### src/rtl/idx_i2c_regs.sv
module idx_i2c_regs #(
  parameter logic [7:0] WR_ADDR = 8'hD2,
  parameter logic [7:0] CNT_RST = 8'd5
) (
  input  logic        clk,
  input  logic        rst_n,
  input  logic        scl_i,
  input  logic        sda_i,
  output logic        sda_oe,
  input  logic [4:0]  strap_fs,
  input  logic        mult_sel,
  output logic [39:0] cfg_o
);
  localparam logic [7:0] RD_ADDR = WR_ADDR | 8'h01;

  typedef enum logic [2:0] {S_IDLE, S_RX, S_ACK, S_TX, S_HACK} st_t;
  typedef enum logic [1:0] {P_ADDR, P_IDX, P_CNT, P_DATA} ph_t;

  logic [2:0] scl_sh, sda_sh;
  logic       scl_f, sda_f, scl_d, sda_d;
  logic       rise, fall, start_ev, stop_ev, is_idle;

  st_t        st;
  ph_t        ph;
  logic [3:0] bcnt;
  logic [7:0] shr, txs, idx, ptr, rcnt, left;
  logic       ack, to_tx, hack;
  logic [7:0] r0, r2, r3;
  logic [2:0] r1en;

  always_ff @(posedge clk or negedge rst_n) begin
    if (!rst_n) begin
      scl_sh <= 3'b111;
      sda_sh <= 3'b111;
      scl_f  <= 1'b1;
      sda_f  <= 1'b1;
      scl_d  <= 1'b1;
      sda_d  <= 1'b1;
    end else begin
      scl_sh <= {scl_sh[1:0], scl_i};
      sda_sh <= {sda_sh[1:0], sda_i};
      if (scl_sh[2] == scl_sh[1]) scl_f <= scl_sh[1];
      if (sda_sh[2] == sda_sh[1]) sda_f <= sda_sh[1];
      scl_d <= scl_f;
      sda_d <= sda_f;
    end
  end

  assign rise     = scl_f & ~scl_d;
  assign fall     = ~scl_f & scl_d;
  assign start_ev = scl_f & scl_d & sda_d & ~sda_f;
  assign stop_ev  = scl_f & scl_d & ~sda_d & sda_f;
  assign is_idle  = (st == S_IDLE);

  function automatic logic [7:0] rd_val(input logic [7:0] p);
    case (p)
      8'd0:    rd_val = r0;
      8'd1:    rd_val = {strap_fs, r1en};
      8'd2:    rd_val = r2;
      8'd3:    rd_val = r3;
      8'd4:    rd_val = {mult_sel, 7'b0};
      default: rd_val = 8'h00;
    endcase
  endfunction

  always_ff @(posedge clk or negedge rst_n) begin
    if (!rst_n) begin
      st    <= S_IDLE;
      ph    <= P_ADDR;
      bcnt  <= '0;
      shr   <= '0;
      txs   <= 8'hFF;
      idx   <= '0;
      ptr   <= '0;
      rcnt  <= CNT_RST;
      left  <= '0;
      ack   <= 1'b0;
      to_tx <= 1'b0;
      hack  <= 1'b0;
      r0    <= 8'h00;
      r1en  <= 3'b111;
      r2    <= 8'hFF;
      r3    <= 8'h37;
    end else if (start_ev) begin
      st    <= S_RX;
      ph    <= P_ADDR;
      bcnt  <= '0;
      to_tx <= 1'b0;
      ack   <= 1'b0;
    end else if (stop_ev) begin
      st  <= S_IDLE;
      ack <= 1'b0;
    end else begin
      case (st)
        S_RX: begin
          if (rise) begin
            shr  <= {shr[6:0], sda_f};
            bcnt <= bcnt + 4'd1;
          end else if (fall && bcnt == 4'd8) begin
            st  <= S_ACK;
            ack <= 1'b1;
            case (ph)
              P_ADDR: begin
                if (shr == WR_ADDR) begin
                  ph <= P_IDX;
                end else if (shr == RD_ADDR) begin
                  to_tx <= 1'b1;
                  ptr   <= idx;
                end else begin
                  ack <= 1'b0;
                end
              end
              P_IDX: begin
                idx <= shr;
                ptr <= shr;
                ph  <= P_CNT;
              end
              P_CNT: begin
                rcnt <= shr;
                left <= shr;
                ph   <= P_DATA;
              end
              default: begin
                if (left != 8'd0) begin
                  left <= left - 8'd1;
                  ptr  <= ptr + 8'd1;
                  case (ptr)
                    8'd0:    r0   <= shr;
                    8'd1:    r1en <= shr[2:0];
                    8'd2:    r2   <= shr;
                    8'd3:    r3   <= shr;
                    default: ;
                  endcase
                end
              end
            endcase
          end
        end
        S_ACK: begin
          if (fall) begin
            bcnt <= '0;
            if (!ack) begin
              st <= S_IDLE;
            end else if (to_tx) begin
              st  <= S_TX;
              txs <= rcnt;
            end else begin
              st <= S_RX;
            end
            ack <= 1'b0;
          end
        end
        S_TX: begin
          if (rise) begin
            bcnt <= bcnt + 4'd1;
          end else if (fall) begin
            if (bcnt == 4'd8) st <= S_HACK;
            else txs <= {txs[6:0], 1'b1};
          end
        end
        S_HACK: begin
          if (rise) begin
            hack <= ~sda_f;
          end else if (fall) begin
            if (hack) begin
              st   <= S_TX;
              bcnt <= '0;
              txs  <= rd_val(ptr);
              ptr  <= ptr + 8'd1;
            end else begin
              st <= S_IDLE;
            end
          end
        end
        default: ;
      endcase
    end
  end

  assign sda_oe = ((st == S_ACK) && ack) || ((st == S_TX) && !txs[7]);
  assign cfg_o  = {rd_val(8'd4), rd_val(8'd3), rd_val(8'd2), rd_val(8'd1), rd_val(8'd0)};
endmodule


### config.mk
export PLATFORM = sky130hd
export DESIGN_NAME = idx_i2c_regs
export DESIGN_NICKNAME = d
export VERILOG_FILES = /design/src/rtl/idx_i2c_regs.sv
export SDC_FILE = /design/constraint.sdc
export NUM_CORES = 1
export LEC_CHECK = 0
export BUFFER_PORTS_ARGS = -buffer_cell sky130_fd_sc_hd__buf_2
export CORE_MARGIN = 5
export CORE_UTILIZATION = 59
export CTS_CLUSTER_DIAMETER = 40
export DETAILED_ROUTE_END_ITERATION = 16
export GPL_TIMING_DRIVEN = 1
export PLACE_DENSITY_LB_ADDON = 0.08
export SYNTH_ARGS = -nofsm -noshare
export SYNTH_HDL_FRONTEND = slang
export SYNTH_SLANG_ARGS = --single-unit
### constraint.sdc
create_clock -name clk -period 2.81 [get_ports clk]
set_input_delay 0.281 -clock clk [delete_from_list [all_inputs] [get_ports clk]]
set_output_delay 0.281 -clock clk [all_outputs]
set_load 0.03 [all_outputs]
# Word level (Yosys, flattened, before mapping)
# Index checks and enable logic that the tools add are counted.
dict set report totals {
  register_bits 97
  in_bits 10
  output_inout_bits 41
  word_cells 195
}
dict set report op_classes {
  n_addsub 3
  n_eq_ne 47
  mux 69
  bitwise 16
  n_reduce_logical 38
}
# operator n
set ops {}
lappend ops {{2-to-1 mux 8 bit} 18}
lappend ops {{one-hot mux 8 bit (3 select lines)} 2}
lappend ops {{one-hot mux 8 bit (5 select lines)} 1}
lappend ops {{!= test 4 bit (second input constant)} 9}
lappend ops {{one-hot mux 8 bit (2 select lines)} 2}
lappend ops {{AND reduction 8 bit} 4}
lappend ops {{2-to-1 mux 3 bit} 10}
lappend ops {{2-to-1 mux 4 bit} 7}
lappend ops {{!= test 2 bit (second input constant)} 14}
lappend ops {{AND reduction 12 bit} 2}
lappend ops {{!= test 3 bit (second input constant)} 7}
lappend ops {{AND reduction 7 bit} 3}
lappend ops {{2-to-1 mux 2 bit} 9}
lappend ops {{AND reduction 6 bit} 3}
lappend ops {{== test 8 x 2 -> 1 bit (second input constant)} 2}
lappend ops {{== test 8 bit (second input constant)} 2}
lappend ops {{2-to-1 mux 1 bit} 16}
lappend ops {{one-hot mux 3 bit (4 select lines)} 1}
lappend ops {{one-hot mux 4 bit (3 select lines)} 1}
lappend ops {{AND reduction 4 bit} 3}
lappend ops {{nonzero test 2 bit} 6}
lappend ops {{nonzero test 4 bit} 3}
lappend ops {{NOT 1 bit} 9}
lappend ops {{AND reduction 9 bit} 1}
lappend ops {{27 further kinds} 38}

# Logic depth before layout (Yosys ltp)
dict set report depth {
  word_depth 9
  ltp_mapped 8
  ltp_nobuf 7
}

# Least setup slack after synthesis
# OpenSTA, ideal clock, no wires.
dict set report synth_path {
  path_kind {register to register}
  from {register ph[0]}
  to {register ptr[0]}
  setup_ps 125
  t_arrival_ps 2121
  required_ps 2685
  slack_ps 563
  path_stages_with_launch 9
  n_path_buf 2
  synth_period_minus_slack_ps 2247
  cell_sequence {dfrtp_1 -> inv_1 -> ha_1 -> o31a_1 -> or3_1 -> clkbuf_2 -> or3_1 -> buf_6 -> mux2_4}
}
dict set report synth_via {
  elab_chain_cells 5
  word_cells_on_any_way 12
  classes_between {eq/ne: 6; mux: 4; reduce/logical: 2}
}
# item line_no
set synth_lines {}
lappend synth_lines {{start: declaration} 24} ;# ph_t ph;
lappend synth_lines {{start signal: assignment} 69} ;# ph <= P_ADDR;
lappend synth_lines {{start signal: assignment} 86} ;# ph <= P_ADDR;
lappend synth_lines {{start signal: assignment} 105} ;# ph <= P_IDX;
lappend synth_lines {{== test 2 bit (tied with other cells)} 102} ;# case (ph)
lappend synth_lines {{one-hot mux 8 bit (3 select lines)} 102}
lappend synth_lines {{2-to-1 mux 8 bit} 99} ;# end else if (fall && bcnt == 4'd8) begin
lappend synth_lines {{2-to-1 mux 8 bit} 96} ;# if (rise) begin
lappend synth_lines {{one-hot mux 8 bit (2 select lines)} 94} ;# case (st)
lappend synth_lines {{end signal: assignment} 108} ;# ptr <= idx;
lappend synth_lines {{end signal: assignment} 115} ;# ptr <= shr;
lappend synth_lines {{end signal: assignment} 126} ;# ptr <= ptr + 8'd1;
lappend synth_lines {{end: declaration} 26} ;# logic [7:0] shr, txs, idx, ptr, rcnt, left;
# Several ways; a longest one is shown, not always the timed one. The select of a mux whose other input is x is not followed.
# A chain may end at the register's enable or synchronous reset.

# Worst setup path after layout
dict set report layout_path {
  from {register st[2]}
  to {register ptr[1]}
}
dict set report layout_via {
  elab_chain_cells 3
  word_cells_on_any_way 14
  classes_between {eq/ne: 11; mux: 1; reduce/logical: 2}
}
# item line_no
set layout_lines {}
lappend layout_lines {{start: declaration} 23} ;# st_t st;
lappend layout_lines {{start signal: assignment} 68} ;# st <= S_IDLE;
lappend layout_lines {{start signal: assignment} 85} ;# st <= S_RX;
lappend layout_lines {{start signal: assignment} 91} ;# st <= S_IDLE;
lappend layout_lines {{== test 3 x 1 -> 1 bit / == test 3 bit (equally long branches)} 94}
lappend layout_lines {{!= test 4 bit (no line) (tied with other cells)} n/a}
lappend layout_lines {{AND reduction 12 bit (no line)} n/a}
# Several ways; a longest one is shown, not always the timed one.

==> impl_metrics.json <==
{
  "avgRoutedWirePerCell_um": 20.17,
  "grtUsageMet2_pct": 37.70,
  "clock_latency_ns": 0.37,
  "viasPerCell": 6.356,
  "yosysSeqAreaShare_pct": 47.35,
  "min_to": "scl_sh[1]",
  "cap_violations": 0,
  "critPathMaxStageDelay_ns": 0.59,
  "clock-root-buffer": "clkbuf_8",
  "grt_overflow_total": 0,
  "grt.met3_usage_pct": 4.655,
  "post_cts_buffers": 0,
  "synth-warning-count": 0,
  "ctsHtreeMaxLevel": 3,
  "path_clk_slew_ns": 0.10,
  "critical_path_buf_inv_count": 0,
  "cts_buffers": 9,
  "hold_path_depth": 0,
  "hp-start": "scl_sh[0]",
  "rsz0062_at_grt": "false",
  "placed_cell_area_um2": 5461,
  "final_common_cell": "dfrtp_1",
  "grt_max_degree": 51,
  "final_cell_mix": "dfrtp_1, mux2_2, buf_2",
  "worstMarginPinSlew_ns": 0.6457,
  "r2r_end": "ptr[1]",
  "die_w_um": 104.1,
  "multi_input_area_um2": 2489,
  "core_um2": 8678,
  "met1_usage_pct": 32.64,
  "drt_iter0_drc": 207,
  "fin_cells": 621,
  "die-area_um2": 10830,
  "timing.fmax_ghz": 0.3869,
  "period_share_pct": 91.98,
  "relSlewSlack_pct": 56.72,
  "dp_cells": 602,
  "globalplace.congestion": 0.8892,
  "arrival_ns": 2.84,
  "ys_ff_latch": 97,
  "clkSinkCount": 97,
  "final_nets": 530,
  "antenna_found_initial": 0,
  "drive_gt1_share_pct": 35.87,
  "setup.worst_path.class": "flip-flop to flip-flop",
  "syn_avg_cell_area_um2": 10.97,
  "ctsHoldBuffers": 2,
  "grt-busiest-layer": "met2",
  "regToRegSetupSlack_ns": 0.23,
  "numPortBuffers": 43,
  "ys_types": 68,
  "cp_top_family": "simple AND/OR/NAND/NOR gates",
  "timing.rr.start": "st[2]",
  "p_leak_nw": 2.583,
  "cts_buffer_depth": 2,
  "num_vias": 3947,
  "die_h_um": 104.1,
  "cp_common_cell": "or3_1",
  "outcome": "finished, final reports clean",
  "syn_area_um2": 5221,
  "hold_class": "flip-flop to flip-flop",
  "netlist_instances": 476,
  "required_ns": 3.06,
  "cts_resized": 0,
  "async_flop_share_pct": 100.0,
  "cts_tree": "built",
  "crit_slowest_cell": "dfrtp_1",
  "std_cell_rows": 34,
  "wl_um": 12520,
  "r2r_cells": 5,
  "first_pass_iters": 5,
  "postRouteAntennaNets": 0,
  "antenna_cells": 0,
  "grt_use_total_pct": 23.73,
  "area_growth_pct": 8.986,
  "drv_slew": 0,
  "initial_core_util_pct": 60.16,
  "grt_pass1_vias": 3977,
  "fin_area_um2": 5690,
  "synth_edf_count": 0,
  "nFillCells": 725,
  "tns_ns": 0,
  "start_kind": "flip-flop",
  "finalSetupViolCount": 0,
  "cp-end-kind": "flip-flop",
  "cp_cell_sequence": "nand2b_2 > o31a_1 > or3_1 > or3_1 > mux2_4",
  "ir_drop_mv": 0.2860,
  "dp_hpwl_um": 8871,
  "hold_violations": 0,
  "power.density_nw_per_um2": 485.8,
  "fin_skew_ns": 0.01415,
  "synth_ff_type": "dfrtp_1",
  "min_period_ns": 2.585,
  "path_max_fanout": 21,
  "drc": 0,
  "pin_count": 51,
  "seq_area_um2": 2472,
  "grt_pass1_wl_um": 20780
}
## where the power goes
part | leakage, nW | switching (mW) | internal [mW]
combinational | 1.26 | 0.210 | 0.126
sequential | 1.22 | 0.0869 | 1.45
clock | 0.102 | 0.543 | 0.351
total | 2.58 | 0.840 | 1.92
## state kept, by name, summed over array words and instances, names as in the netlist, 4 cells and up
| name | flops |
|---|---|
| r0 | 8 |
| r3 | 8 |
| r2 | 8 |
| shr | 8 |
| txs | 8 |
| ptr | 8 |
| idx | 8 |
| rcnt | 8 |
| left | 8 |
| bcnt | 4 |
## layout make-up
type / instances / area share (%)
sequential: 97 / 43.45
clock buffer: 9 / 2.177
inverter: 12 / 0.7916
tap: 108 / 2.375
multi-input combinational: 330 / 43.73
clock inverter: 7 / 1.319
timing repair buffer: 58 / 6.157
## cells in the mapped netlist (all sizes together), types with 8 or more instances
master	number	share of area (%)
clkbuf	21	1.5
nand2	32	2.4
ha	12	2.9
o22ai	19	2.3
buf	22	3.0
nor3	11	1.2
inv	11	0.79
o21ai	25	2.4
a22o	8	1.3
nor2	17	1.2
mux2	62	14
a21boi	8	1.2
a22oi	10	1.4
dfrtp	61	29
dfstp	36	18
a21oi	18	1.7
## layer usage
| metal | wire, µm | vias to the layer above |
|---|---|---|
| li1 | - | 1820 |
| met1 | 5610 | 1953 |
| met2 | 5891 | 150 |
| met3 | 768 | 24 |
| met4 | 253 | 0 |
| met5 | 0 | - |
## kinds of logic (layout without fill, tap and decap cells)
group | count (synthesis) | after routing | share of synthesized area [%]
compound gates | 127 | 127 | 16.61
simple gates | 114 | 114 | 12.25
flops | 97 | 97 | 47.35
mux | 66 | 66 | 14.35
buf+inv | 55 | 86 | 5.416
fa+ha+maj | 14 | 14 | 3.259
xor+xnor | 2 | 2 | 0.6950
other cells | 1 | 7 | 0.07182
## metrics by stage
step | setup WS (ns) | util [%] | total power [mW] | hold slack, ns
2_1_floorplan | 0.5634 | - | 1.792 | -0.01459
3_3_place_gp | 0.3422 | 62.93 | 1.880 | 0.3399
3_5_place_dp | 0.2824 | 62.93 | 1.889 | 0.3485
4_1_cts | 0.2645 | 65.46 | 2.795 | 0.0002044
5_1_grt | 0.1371 | 65.57 | 2.895 | 0.3729
6_report | 0.2253 | 65.57 | 2.764 | 0.3647
## worst max path at each step
stage / start / endpoint / cells after the start
floorplan: ph[0] / ptr[0] / 8
global placement: st[2] / ptr[0] / 5
detailed placement: st[2] / ptr[2] / 5
CTS: st[2] / ptr[1] / 5
global route: st[2] / ptr[1] / 5
finish: st[2] / ptr[1] / 5
No activity file was read; power rests on OpenSTA's default activity.
